==> config.mk <==
export PLATFORM = sky130hd
export DESIGN_NAME = wk_intc
export DESIGN_NICKNAME = d
export VERILOG_FILES = /design/src/rtl/wk_pkg.sv /design/src/rtl/wk_edge_sync.sv /design/src/rtl/wk_flag_bank.sv /design/src/rtl/wk_irq_drive.sv /design/src/rtl/wk_intc.sv
export SDC_FILE = /design/constraint.sdc
export NUM_CORES = 1
export LEC_CHECK = 0
export ABC_AREA = 0
export CORE_AREA = 8 8 45 47
export CTS_CLUSTER_SIZE = 12
export DETAILED_ROUTE_END_ITERATION = 8
export DIE_AREA = 0 0 53 55
export SLEW_MARGIN = 20
export SYNTH_ARGS = -nofsm -noshare
export SYNTH_HDL_FRONTEND = slang
export SYNTH_SLANG_ARGS = --single-unit
==> constraint.sdc <==
create_clock -name clk -period 1.6 [get_ports clk]
set_clock_uncertainty 0.15 [all_clocks]
set_input_delay 0.16 -clock clk [delete_from_list [all_inputs] [get_ports clk]]
set_output_delay 0.16 -clock clk [all_outputs]
set_load 0.005 [all_outputs]
==> src/rtl/wk_pkg.sv <==
// Package: shared constants for the wake-up interrupt controller.
// Assumes the source order below matches the status-word bit order.
package wk_pkg;
    localparam int NUM_SRC     = 5;
    localparam int SYNC_STAGES = 2;
    localparam int SRC_PIN     = 0;
    localparam int SRC_TIMER   = 1;
    localparam int SRC_SUPPLY  = 2;
    localparam int SRC_FIFO    = 3;
    localparam int SRC_SERIAL  = 4;
    typedef logic [NUM_SRC-1:0] src_vec_t;
endpackage

==> src/rtl/wk_edge_sync.sv <==
// Module: wk_edge_sync
// Synchronises an asynchronous active-low pin through STAGES flops and
// emits a one-cycle pulse on each falling edge of the synchronised level.
// Assumes STAGES >= 2; all flops reset to the idle (high) level.
module wk_edge_sync #(
    parameter int STAGES = 2
) (
    input  logic clk,
    input  logic rst_n,
    input  logic pin_n,
    output logic fall_pulse
);
    logic [STAGES-1:0] chain;
    logic              last_q;

    // Shift the pin through the synchroniser chain.
    always_ff @(posedge clk) begin
        if (!rst_n) chain <= '1;
        else        chain <= {chain[STAGES-2:0], pin_n};
    end

    // Keep the previous synchronised level for edge detection.
    always_ff @(posedge clk) begin
        if (!rst_n) last_q <= 1'b1;
        else        last_q <= chain[STAGES-1];
    end

    // Falling edge: was high, now low.
    always_comb fall_pulse = last_q & ~chain[STAGES-1];

    // A falling edge pulse lasts exactly one cycle.
    assert_single_pulse_R2: assert property (@(posedge clk) disable iff (!rst_n)
        fall_pulse |=> !fall_pulse);
endmodule

==> src/rtl/wk_flag_bank.sv <==
// Module: wk_flag_bank
// One sticky flag per source. An event sets its flag; the clear strobe
// empties all flags, but an event on the same edge wins over the clear.
// Assumes events are synchronous to clk.
module wk_flag_bank #(
    parameter int N = 5
) (
    input  logic         clk,
    input  logic         rst_n,
    input  logic [N-1:0] event_in,
    input  logic         clr,
    output logic [N-1:0] flags
);
    for (genvar i = 0; i < N; i++) begin : g_flag
        // Set on event, clear on strobe unless an event coincides.
        always_ff @(posedge clk) begin
            if (!rst_n)           flags[i] <= 1'b0;
            else if (event_in[i]) flags[i] <= 1'b1;
            else if (clr)         flags[i] <= 1'b0;
        end

        assert_set_on_event_R3: assert property (@(posedge clk) disable iff (!rst_n)
            event_in[i] |=> flags[i]);
        assert_hold_R4: assert property (@(posedge clk) disable iff (!rst_n)
            (flags[i] && !clr) |=> flags[i]);
        assert_clear_on_read_R5: assert property (@(posedge clk) disable iff (!rst_n)
            (clr && !event_in[i]) |=> !flags[i]);
    end
endmodule

==> src/rtl/wk_irq_drive.sv <==
// Module: wk_irq_drive
// Registers the active-low request from the latched flags and the mask.
// A mask bit of 1 keeps its flag from requesting. Output lags by one edge.
module wk_irq_drive #(
    parameter int N = 5
) (
    input  logic         clk,
    input  logic         rst_n,
    input  logic [N-1:0] flags,
    input  logic [N-1:0] mask,
    output logic         irq_n
);
    logic pending;

    // Any unmasked latched cause.
    always_comb pending = |(flags & ~mask);

    // Register the request so the pin is glitch free.
    always_ff @(posedge clk) begin
        if (!rst_n) irq_n <= 1'b1;
        else        irq_n <= ~pending;
    end

    assert_irq_assert_R7: assert property (@(posedge clk) disable iff (!rst_n)
        (|(flags & ~mask)) |=> !irq_n);
    assert_irq_release_R9: assert property (@(posedge clk) disable iff (!rst_n)
        !(|(flags & ~mask)) |=> irq_n);
endmodule

==> src/rtl/wk_intc.sv <==
// Module: wk_intc (top)
// Collects the five wake-up sources, latches the causes in a status word
// cleared by a read strobe, and drives an active-low interrupt request.
// Assumes all inputs except ext_int_n are synchronous to clk.
module wk_intc
    import wk_pkg::*;
(
    input  logic               clk,
    input  logic               rst_n,
    input  logic               ext_int_n,
    input  logic               tmr_expire,
    input  logic               lowv_det,
    input  logic               fifo_full,
    input  logic               host_req,
    input  logic               rd_clr,
    input  logic [NUM_SRC-1:0] src_mask,
    output logic               irq_n,
    output logic [NUM_SRC-1:0] status
);
    logic     pin_fall;
    src_vec_t events;

    wk_edge_sync #(.STAGES(SYNC_STAGES)) u_sync (
        .clk(clk), .rst_n(rst_n), .pin_n(ext_int_n), .fall_pulse(pin_fall)
    );

    // Assemble the event vector in status-bit order.
    always_comb begin
        events             = '0;
        events[SRC_PIN]    = pin_fall;
        events[SRC_TIMER]  = tmr_expire;
        events[SRC_SUPPLY] = lowv_det;
        events[SRC_FIFO]   = fifo_full;
        events[SRC_SERIAL] = host_req;
    end

    wk_flag_bank #(.N(NUM_SRC)) u_flags (
        .clk(clk), .rst_n(rst_n), .event_in(events), .clr(rd_clr), .flags(status)
    );

    wk_irq_drive #(.N(NUM_SRC)) u_irq (
        .clk(clk), .rst_n(rst_n), .flags(status), .mask(src_mask), .irq_n(irq_n)
    );

    // Masked-only causes never request.
    assert_mask_blocks_R8: assert property (@(posedge clk) disable iff (!rst_n)
        ((status & ~src_mask) == '0) |=> irq_n);
    // Event together with a read survives.
    assert_event_wins_R6: assert property (@(posedge clk) disable iff (!rst_n)
        (rd_clr && tmr_expire) |=> status[SRC_TIMER]);
endmodule

# After elaboration in Yosys (flattened, before gate mapping)
# Cells that the tools add are included.
# W data, S select, Z words.
[op_classes]
n_reduce_logical = 6
n_bitwise = 5
muxes = 6
[ops]
columns = ["op", "n"]
rows = [
  ["$reduce_bool A2 Y1", 5],
  ["$mux W1", 6],
  ["$and A5 B5 Y5", 1],
  ["$not A5 Y5", 1],
  ["$reduce_or A5 Y1", 1],
  ["$not A1 Y1", 2],
  ["$and A1 B1 Y1", 1],
]
[word_totals]
out_inout_bits = 6
wordCells = 25
input_bits = 13
register_bits = 9

# Logic depth before layout (Yosys ltp)
# Gate-level depths: netlist of the first run.
[depth]
ltp_word = 4
depth_mapped = 3
mapped_depth_nobuf = 3

# Cells and area by module
# From an unflattened synthesis of the first run, not the netlist that was laid out.
[hier_totals]
hier_cells = 31
hier_area_um2 = 321.6
[by_module_without_submodules]
columns = ["module", "area_each_um2", "cells_each", "seq_area_each_um2", "instances"]
rows = [
  ["wk_flag_bank", 168.9, 15, 100.1, 1],
  ["wk_edge_sync", 85.1, 7, 60.1, 1],
  ["wk_irq_drive", 67.6, 9, 20.0, 1],
]

# Worst setup path after synthesis of the first run
# No wires, ideal clock.
[synth_path]
path_kind = "register to register"
from = "reg u_flags.flags[2]"
to = "reg u_irq.irq_n"
t_required_ns = 1.332
arrival_ns = 0.609
n_path_buf = 0
setup_ns = 0.118
stages_incl_launch_ff = 4
setup_slack_ns = 0.723
period_less_slack_ns = 0.877
cell_sequence = "dfxtp_1 > inv_1 > o22ai_1 > o31ai_2"
[synth_via]
elab_chain_cells = 3
[synth_lines]
columns = ["item", "line_no", "text"]
rows = [
  ["start: declaration", "wk_flag_bank.sv:12", "output logic [N-1:0] flags"],
  ["start signal: indexed assignment", "wk_flag_bank.sv:17", "if (!rst_n) flags[i] <= 1'b0;"],
  ["start signal: indexed assignment", "wk_flag_bank.sv:18", "else if (event_in[i]) flags[i] <= 1'b1;"],
  ["start signal: indexed assignment", "wk_flag_bank.sv:19", "else if (clr) flags[i] <= 1'b0;"],
  ["$and A5 B5 Y5", "wk_irq_drive.sv:16", "always_comb pending = |(flags & ~mask);"],
  ["$reduce_or A5 Y1", "wk_irq_drive.sv:16", ""],
  ["$not A1 Y1", "wk_irq_drive.sv:21", "else irq_n <= ~pending;"],
  ["end signal: assignment", "wk_irq_drive.sv:21", ""],
  ["end: declaration", "wk_irq_drive.sv:11", "output logic irq_n"],
]
# Every way passes these cells.
# A chain may end at the register's enable or synchronous reset.

# Worst setup path after layout of the first run
[layout_path]
from = "reg u_flags.flags[1]"
to = "out status[1]"
[layout_lines]
columns = ["item", "line_no", "text"]
rows = [
  ["end: declaration", "wk_intc.sv:18", "output logic [NUM_SRC-1:0] status"],
]
# No word-level cell between the ends.

==> metrics.md, run 1 <==
| Metric | Value |
|---|---|
| Buf+Inv Stages, Crit Path | `1` |
| IO Port Bufs | `18` |
| Setup violations, final | `0` |
| Yosys reg bits | `9` |
| N_diodes | `0` |
| Unrepaired setup endpoints after global routing | `no` |
| Total grt overflow | `0` |
| GR peak layer | `met2` |
| Layout cells sized above 1 | `13.21%` |
| Synth Area per Inst | `10.41 sq um` |
| Area after DPL | `523.0 sq um` |
| Final Total Pwr | `494.6 uW` |
| Area delta synth->final | `70.15%` |
| Clock root buffer | `clkbuf_4` |
| Synth Area in Adders | `0%` |
| Mux cell area share after synthesis | `0%` |
| Post-synthesis simple-gate area fraction | `17.44%` |
| Vias in the first global route | `318` |
| Yosys top cell by area | `dfxtp_1` |
| WL per Instance | `11.01 um` |
| Final Hold Fails | `0` |
| Post-Syn Instances | `31` |
| Min-delay worst type | `reg2reg` |
| Synthesized area | `322.8 sq um` |
| Worst R2R Setup Slack | `0.68 ns` |
| Slowest stage cell, crit path | `clkdlybuf4s50_1` |
| Worst path max stage delay | `0.52 ns` |
| Post-CTS Repair Setup Buffers | `0` |
| FP Rows | `14` |
| Drt first pass iters | `2` |
| Drt total wl | `760 um` |
| Final Slew Violations | `0` |
| Synth Area in Compound Gates | `20.93%` |
| First-pass GRT wire length | `1221 um` |
| Final Cycle Share | `89.46%` |
| FF-to-FF End | `u_irq.irq_n` |
| Global routing usage on met3 | `5.348%` |
| Ports | `19` |
| Warnings from Yosys | `0` |
| Worst r2r src | `u_flags.flags[2]` |
| Synth top area cells | `dfxtp_1 (56%), o21a_1 (9.3%), nand2b_1 (5.8%)` |
| Detail Route Antenna Nets | `0` |
| Syn nets | `44` |
| Detailed Place HPWL | `601.4 um` |
| R2R depth | `3` |
| Clock latency at the later pin of the worst-skew pair | `0.26 ns` |
| Met1 usage | `5.521%` |
| Total CTS buffers | `3` |
| Starting Density | `23.33%` |
| Critical path cell sequence | `clkdlybuf4s50_1` |
| Die width | `53 um` |
| Largest net degree at the start of global routing | `10` |
| Total Routing Usage GR | `6.250%` |
| Initial DRC count | `2` |
| CTS tree | `done` |
| Cts hold-fix bufs | `0` |
| Fmax | `698.6 MHz` |
| Max Cap Viol | `0` |
| Met2 Use GR | `7.813%` |
| Critical path launch point type | `flop` |
| Leakage | `0.2185 nW` |
| Worst hold slack | `0.2805 ns` |
| TNS Setup | `0 ns` |
| Family with the most delay on the worst path | `buffers and inverters` |
| Seq/Total Area, Yosys | `55.81%` |
| Fillcell total | `160` |
| Status | `complete, no violations` |
| Commonest non-fill, non-tap cell in the layout | `clkdlybuf4s50_1` |
| Max clock buf depth | `2` |
| PostCTS Resize Cnt | `0` |
| Initial antenna violation count | `0` |
| Fraction of synthesized cell area in xor and xnor cells | `0%` |
| Min Tclk post-route | `1.431 ns` |
| Die Height | `55 um` |
| WP data arrival | `1.12 ns` |
| Reg clk slew, reported paths | `0.06 ns` |
| Crit end category | `output port` |
| Max_slew headroom | `79.12%` |
| Power Dens Cells | `900.5 nW/um^2` |
| Most frequent cells in the layout | `clkdlybuf4s50_1 (18), dfxtp_1 (9), inv_1 (4), o21a_1 (4)` |
| Routed via count | `273` |
| Min-delay src | `u_sync.chain[0]` |
| Critical path class | `reg2out` |
| Hold Path Stages | `1` |
| Critical path fanouts, max | `3` |
| Largest family of logic cells by synthesized area | `compound AO/OA/AOI/OAI gates` |
| Via density | `3.957` |
| Total die area | `2915 sq um` |
| Layout Nets | `67` |
| Worst hold endpoint | `u_sync.chain[1]` |
| Distinct cells, synth | `12` |
| Routability cong. | `0.6313` |
| Post-Layout Inst Area | `549.3 sq um` |
| H-tree Lvls | `1` |
| Worst slew pin tran | `0.3123 ns` |
| Worst endpoint required time | `1.29 ns` |
| Share of the synthesized area in the top cell type | `55.81%` |
| Worst vdd ir | `352.3 uV` |
| Core area | `1384 sq um` |
| DRC viols | `0` |
| Clk sinks | `9` |
-- power breakdown --
part           total, mW  switching [mW]  internal [mW]
Clock              0.173          0.0766         0.0959
Combinational     0.0795          0.0236         0.0559
Sequential         0.243         0.00553          0.237
Total              0.495           0.106          0.389
-- kinds of logic (layout without fill, tap and decap cells) --
family	count (synthesis)	in the layout
AND/OR/NAND/NOR	9	9
flip-flops	9	9
AO/OA/AOI/OAI	8	8
buffers and inverters	5	27
-- flip-flops by register name, indices dropped and copies added, names as in the netlist --
| register | count |
|---|---|
| u_sync.last_q | 1 |
| u_flags.flags | 5 |
| u_sync.chain | 2 |
| u_irq.irq_n | 1 |
-- cell type report --
class                   instances  area (sq um)  share of cell area, %
well taps                      16         20.02                  3.645
multi-input cells              17         123.9                  22.55
flip-flops and latches          9         180.2                  32.80
clock buffers                   4         26.28                  4.784
inverters                       5         18.77                  3.417
repair buffers                 18         180.2                  32.80
-- synthesized netlist by cell type --
library cell,count
nor2b_4,1
o31ai_2,1
nor2b_1,1
nand2b_1,3
inv_2,1
o21a_1,4
dfxtp_1,9
inv_1,4
and2_1,1
o22ai_1,2
nor2_1,3
o22ai_2,1
-- routing by layer --
metal  wire (um)  part of all wire [%]  up-vias
li1            -                     -      144
met1         288                    38      113
met3         114                    15        2
met5           0                     0        -
met2         348                    46       14
met4           9                   1.2        0
-- metrics by stage --
stage	util, %	std cells	worst slack [ns]
5_1_grt	39.69	69	0.1052
3_3_place_gp	37.79	65	0.3594
6_report	39.69	69	0.1686
2_1_floorplan	-	31	0.7229
4_1_cts	39.69	69	0.1446
3_5_place_dp	37.79	65	0.3541
-- how the worst max path moves through the flow --
stage / from / depth (start not counted) / to
2_1_floorplan: u_flags.flags[2] / 3 / u_irq.irq_n
3_3_place_gp: rd_clr / 3 / u_flags.flags[0]
3_5_place_dp: rd_clr / 3 / u_flags.flags[0]
4_1_cts: u_flags.flags[1] / 1 / status[1]
5_1_grt: u_flags.flags[1] / 1 / status[1]
6_report: u_flags.flags[1] / 1 / status[1]
(Power assumes the default switching activity.)
==> run 2: changes to the inputs <==
--- a/config.mk
+++ b/config.mk
@@ -6,11 +6,11 @@
 export NUM_CORES = 1
 export LEC_CHECK = 0
 export ABC_AREA = 0
-export CORE_AREA = 8 8 45 47
-export CTS_CLUSTER_SIZE = 12
+export CORE_AREA = 2 2 39 41
 export DETAILED_ROUTE_END_ITERATION = 8
-export DIE_AREA = 0 0 53 55
+export DIE_AREA = 0 0 41 43
 export SLEW_MARGIN = 20
 export SYNTH_ARGS = -nofsm -noshare
 export SYNTH_HDL_FRONTEND = slang
+export SYNTH_HIERARCHICAL = 1
 export SYNTH_SLANG_ARGS = --single-unit
==> run 2 against run 1 <==
Critical path depth unchanged; synthesized area is 0.39% lower; sequential power about the same; worst setup slack gained 0.0025 ns; synthesized cell count is the same; hold slack worse by 0.026 ns; via count is 3.3% higher; flip-flop and latch count unchanged; cell count unchanged; total power fell by 0.53%.
==> metrics.md, run 2 <==
| Metric | Value |
|---|---|
| WP data arrival | `1.12 ns` |
| Die width | `41 um` |
| FFs w/ async S/R, synth | `0%` |
| TNS Setup | `0 ns` |
| Initial antenna violation count | `0` |
| WL per Instance | `9.522 um` |
| Final Slew Violations | `0` |
| Slowest stage cell, crit path | `clkdlybuf4s50_1` |
| Status | `complete, no violations` |
| Leakage | `0.2089 nW` |
| Area delta synth->final | `70.43%` |
| CTS tree | `done` |
| Max reg flops | `5` |
| Max Cap Viol | `0` |
| Clock latency at the later pin of the worst-skew pair | `0.26 ns` |
| Top Registers | `u_flags/flags x5, u_sync/chain x2` |
| Initial DRC count | `10` |
| Clock root buffer | `clkbuf_4` |
| Layout cells sized above 1 | `7.547%` |
| Final non-filler cell total | `69` |
| Max_slew headroom | `79.81%` |
| # placed instances | `65` |
| Layout Nets | `67` |
| Worst endpoint required time | `1.29 ns` |
| Setup violations, final | `0` |
| Unrepaired setup endpoints after global routing | `no` |
| Starting Density | `23.24%` |
| Most frequent cell after synthesis | `dfxtp_1` |
| Routability cong. | `0.6487` |
| First-pass GRT wire length | `1131 um` |
| Ports | `19` |
| Top reg by flops | `u_flags/flags` |
| Yosys top cell by area | `dfxtp_1` |
| Warnings from Yosys | `6` |
| Final Hold Fails | `0` |
| Synth top area cells | `dfxtp_1 (56%), nor2b_1 (12%), o21a_1 (12%)` |
| Total Routing Usage GR | `10.41%` |
| GR peak layer | `met2` |
| FP Rows | `14` |
| Min-delay worst type | `reg2reg` |
| Total CTS buffers | `3` |
| Global routing usage on met3 | `9.424%` |
| Buf+Inv Stages, Crit Path | `1` |
| Routed via count | `282` |
| Worst path max stage delay | `0.51 ns` |
| Critical path fanouts, max | `3` |
| Critical path launch point type | `flop` |
| Number of synthesized flops with an enable pin | `0` |
| N_diodes | `0` |
| Yosys reg bits | `9` |
| Final Cycle Share | `89.31%` |
| Synth Area per Inst | `10.37 sq um` |
| Core area | `1384 sq um` |
| Post-Syn Instances | `31` |
| Most instantiated cells after synthesis | `dfxtp_1 (9), nor2b_1 (6), o21a_1 (5), inv_1 (4), nand2b_1 (4)` |
| Fmax | `699.8 MHz` |
| DRC viols | `0` |
| Critical path class | `reg2out` |
| Detail Route Antenna Nets | `0` |
| Crit end category | `output port` |
| Syn nets | `44` |
| H-tree Lvls | `1` |
| Commonest non-fill, non-tap cell in the layout | `clkdlybuf4s50_1` |
| Distinct cells, synth | `8` |
| Worst slew pin tran | `0.3019 ns` |
| Met1 usage | `11.84%` |
| IO Port Bufs | `18` |
| Total die area | `1763 sq um` |
| Clk sinks | `9` |
| Ys flop type | `dfxtp_1` |
| PostCTS Resize Cnt | `0` |
| Most frequent cells in the layout | `clkdlybuf4s50_1 (18), dfxtp_1 (9), nor2b_1 (6)` |
| Vias in the first global route | `285` |
| Max clock buf depth | `2` |
| Post-CTS Repair Setup Buffers | `0` |
| Total grt overflow | `0` |
| Via density | `4.087` |
| Share of the synthesized area in the top cell type | `56.03%` |
| Largest net degree at the start of global routing | `10` |
| Reg clk slew, reported paths | `0.06 ns` |
| Met2 Use GR | `13.44%` |
| Synthesized area | `321.6 sq um` |
| Seq/Total Area, Yosys | `56.03%` |
| Die Height | `43 um` |
| Min Tclk post-route | `1.429 ns` |
| Worst vdd ir | `556.4 uV` |
| Critical path cell sequence | `clkdlybuf4s50_1` |
| Cts hold-fix bufs | `0` |
| Family with the most delay on the worst path | `buffers and inverters` |
| Power Dens Cells | `897.8 nW/um^2` |
| Drt total wl | `657 um` |
| Drt first pass iters | `2` |
==> run 2: worst paths after layout <==
kind / from / end / slack (ns) / cells after the start
worst max-delay path: u_flags/flags[0] / status[0] / 0.17 / 1
worst min-delay path: u_sync/chain[0] / u_sync/chain[1] / 0.25 / 1
worst max register to register: u_flags/flags[3] / u_irq/irq_n / 0.67 / 3
worst min register to register: u_sync/chain[0] / u_sync/chain[1] / 0.25 / 1
==> run 2: cells by family after synthesis <==
kind of cell	share of synthesized area, %
DFF	56.03
and+or+nand+nor	19.46
AOI/OAI and AO/OA	19.84
buffers and inverters	4.668
==> run 2: layout make-up <==
type                       count  area [sq um]
sequential                     9         180.2
fill                         142         835.8
multi-input combinational     18         126.4
timing repair buffer          18         180.2
inverter                       4         15.01
tap                           16         20.02
clock buffer                   4         26.28
==> run 2: power by group <==
part	switching, mW	total, mW	internal (mW)
combinational	0.0204	0.0755	0.0551
clock	0.0775	0.174	0.0960
sequential	0.00601	0.243	0.237
==> run 2: per-layer routing <==
layer  vias to the layer above  wire (um)
li1                        144          -
met5                         -          0
met1                       125        263
met4                         0          0
met2                        13        337
met3                         0         56
==> run 2: per-stage QoR <==
stage               hold WS [ns]  total power, mW  cell area (sq um)  util [%]  worst slack [ns]
CTS                       0.2588           0.5045              548.0     39.60            0.1445
detailed placement        0.2444           0.3249              521.8     37.70            0.3717
global route              0.2819           0.5248              548.0     39.60            0.1080
finish                    0.2550           0.4920              548.0     39.60            0.1711
floorplan                0.08304           0.2690              321.6         -            0.7133
global placement          0.2425           0.3247              521.8     37.70            0.3818
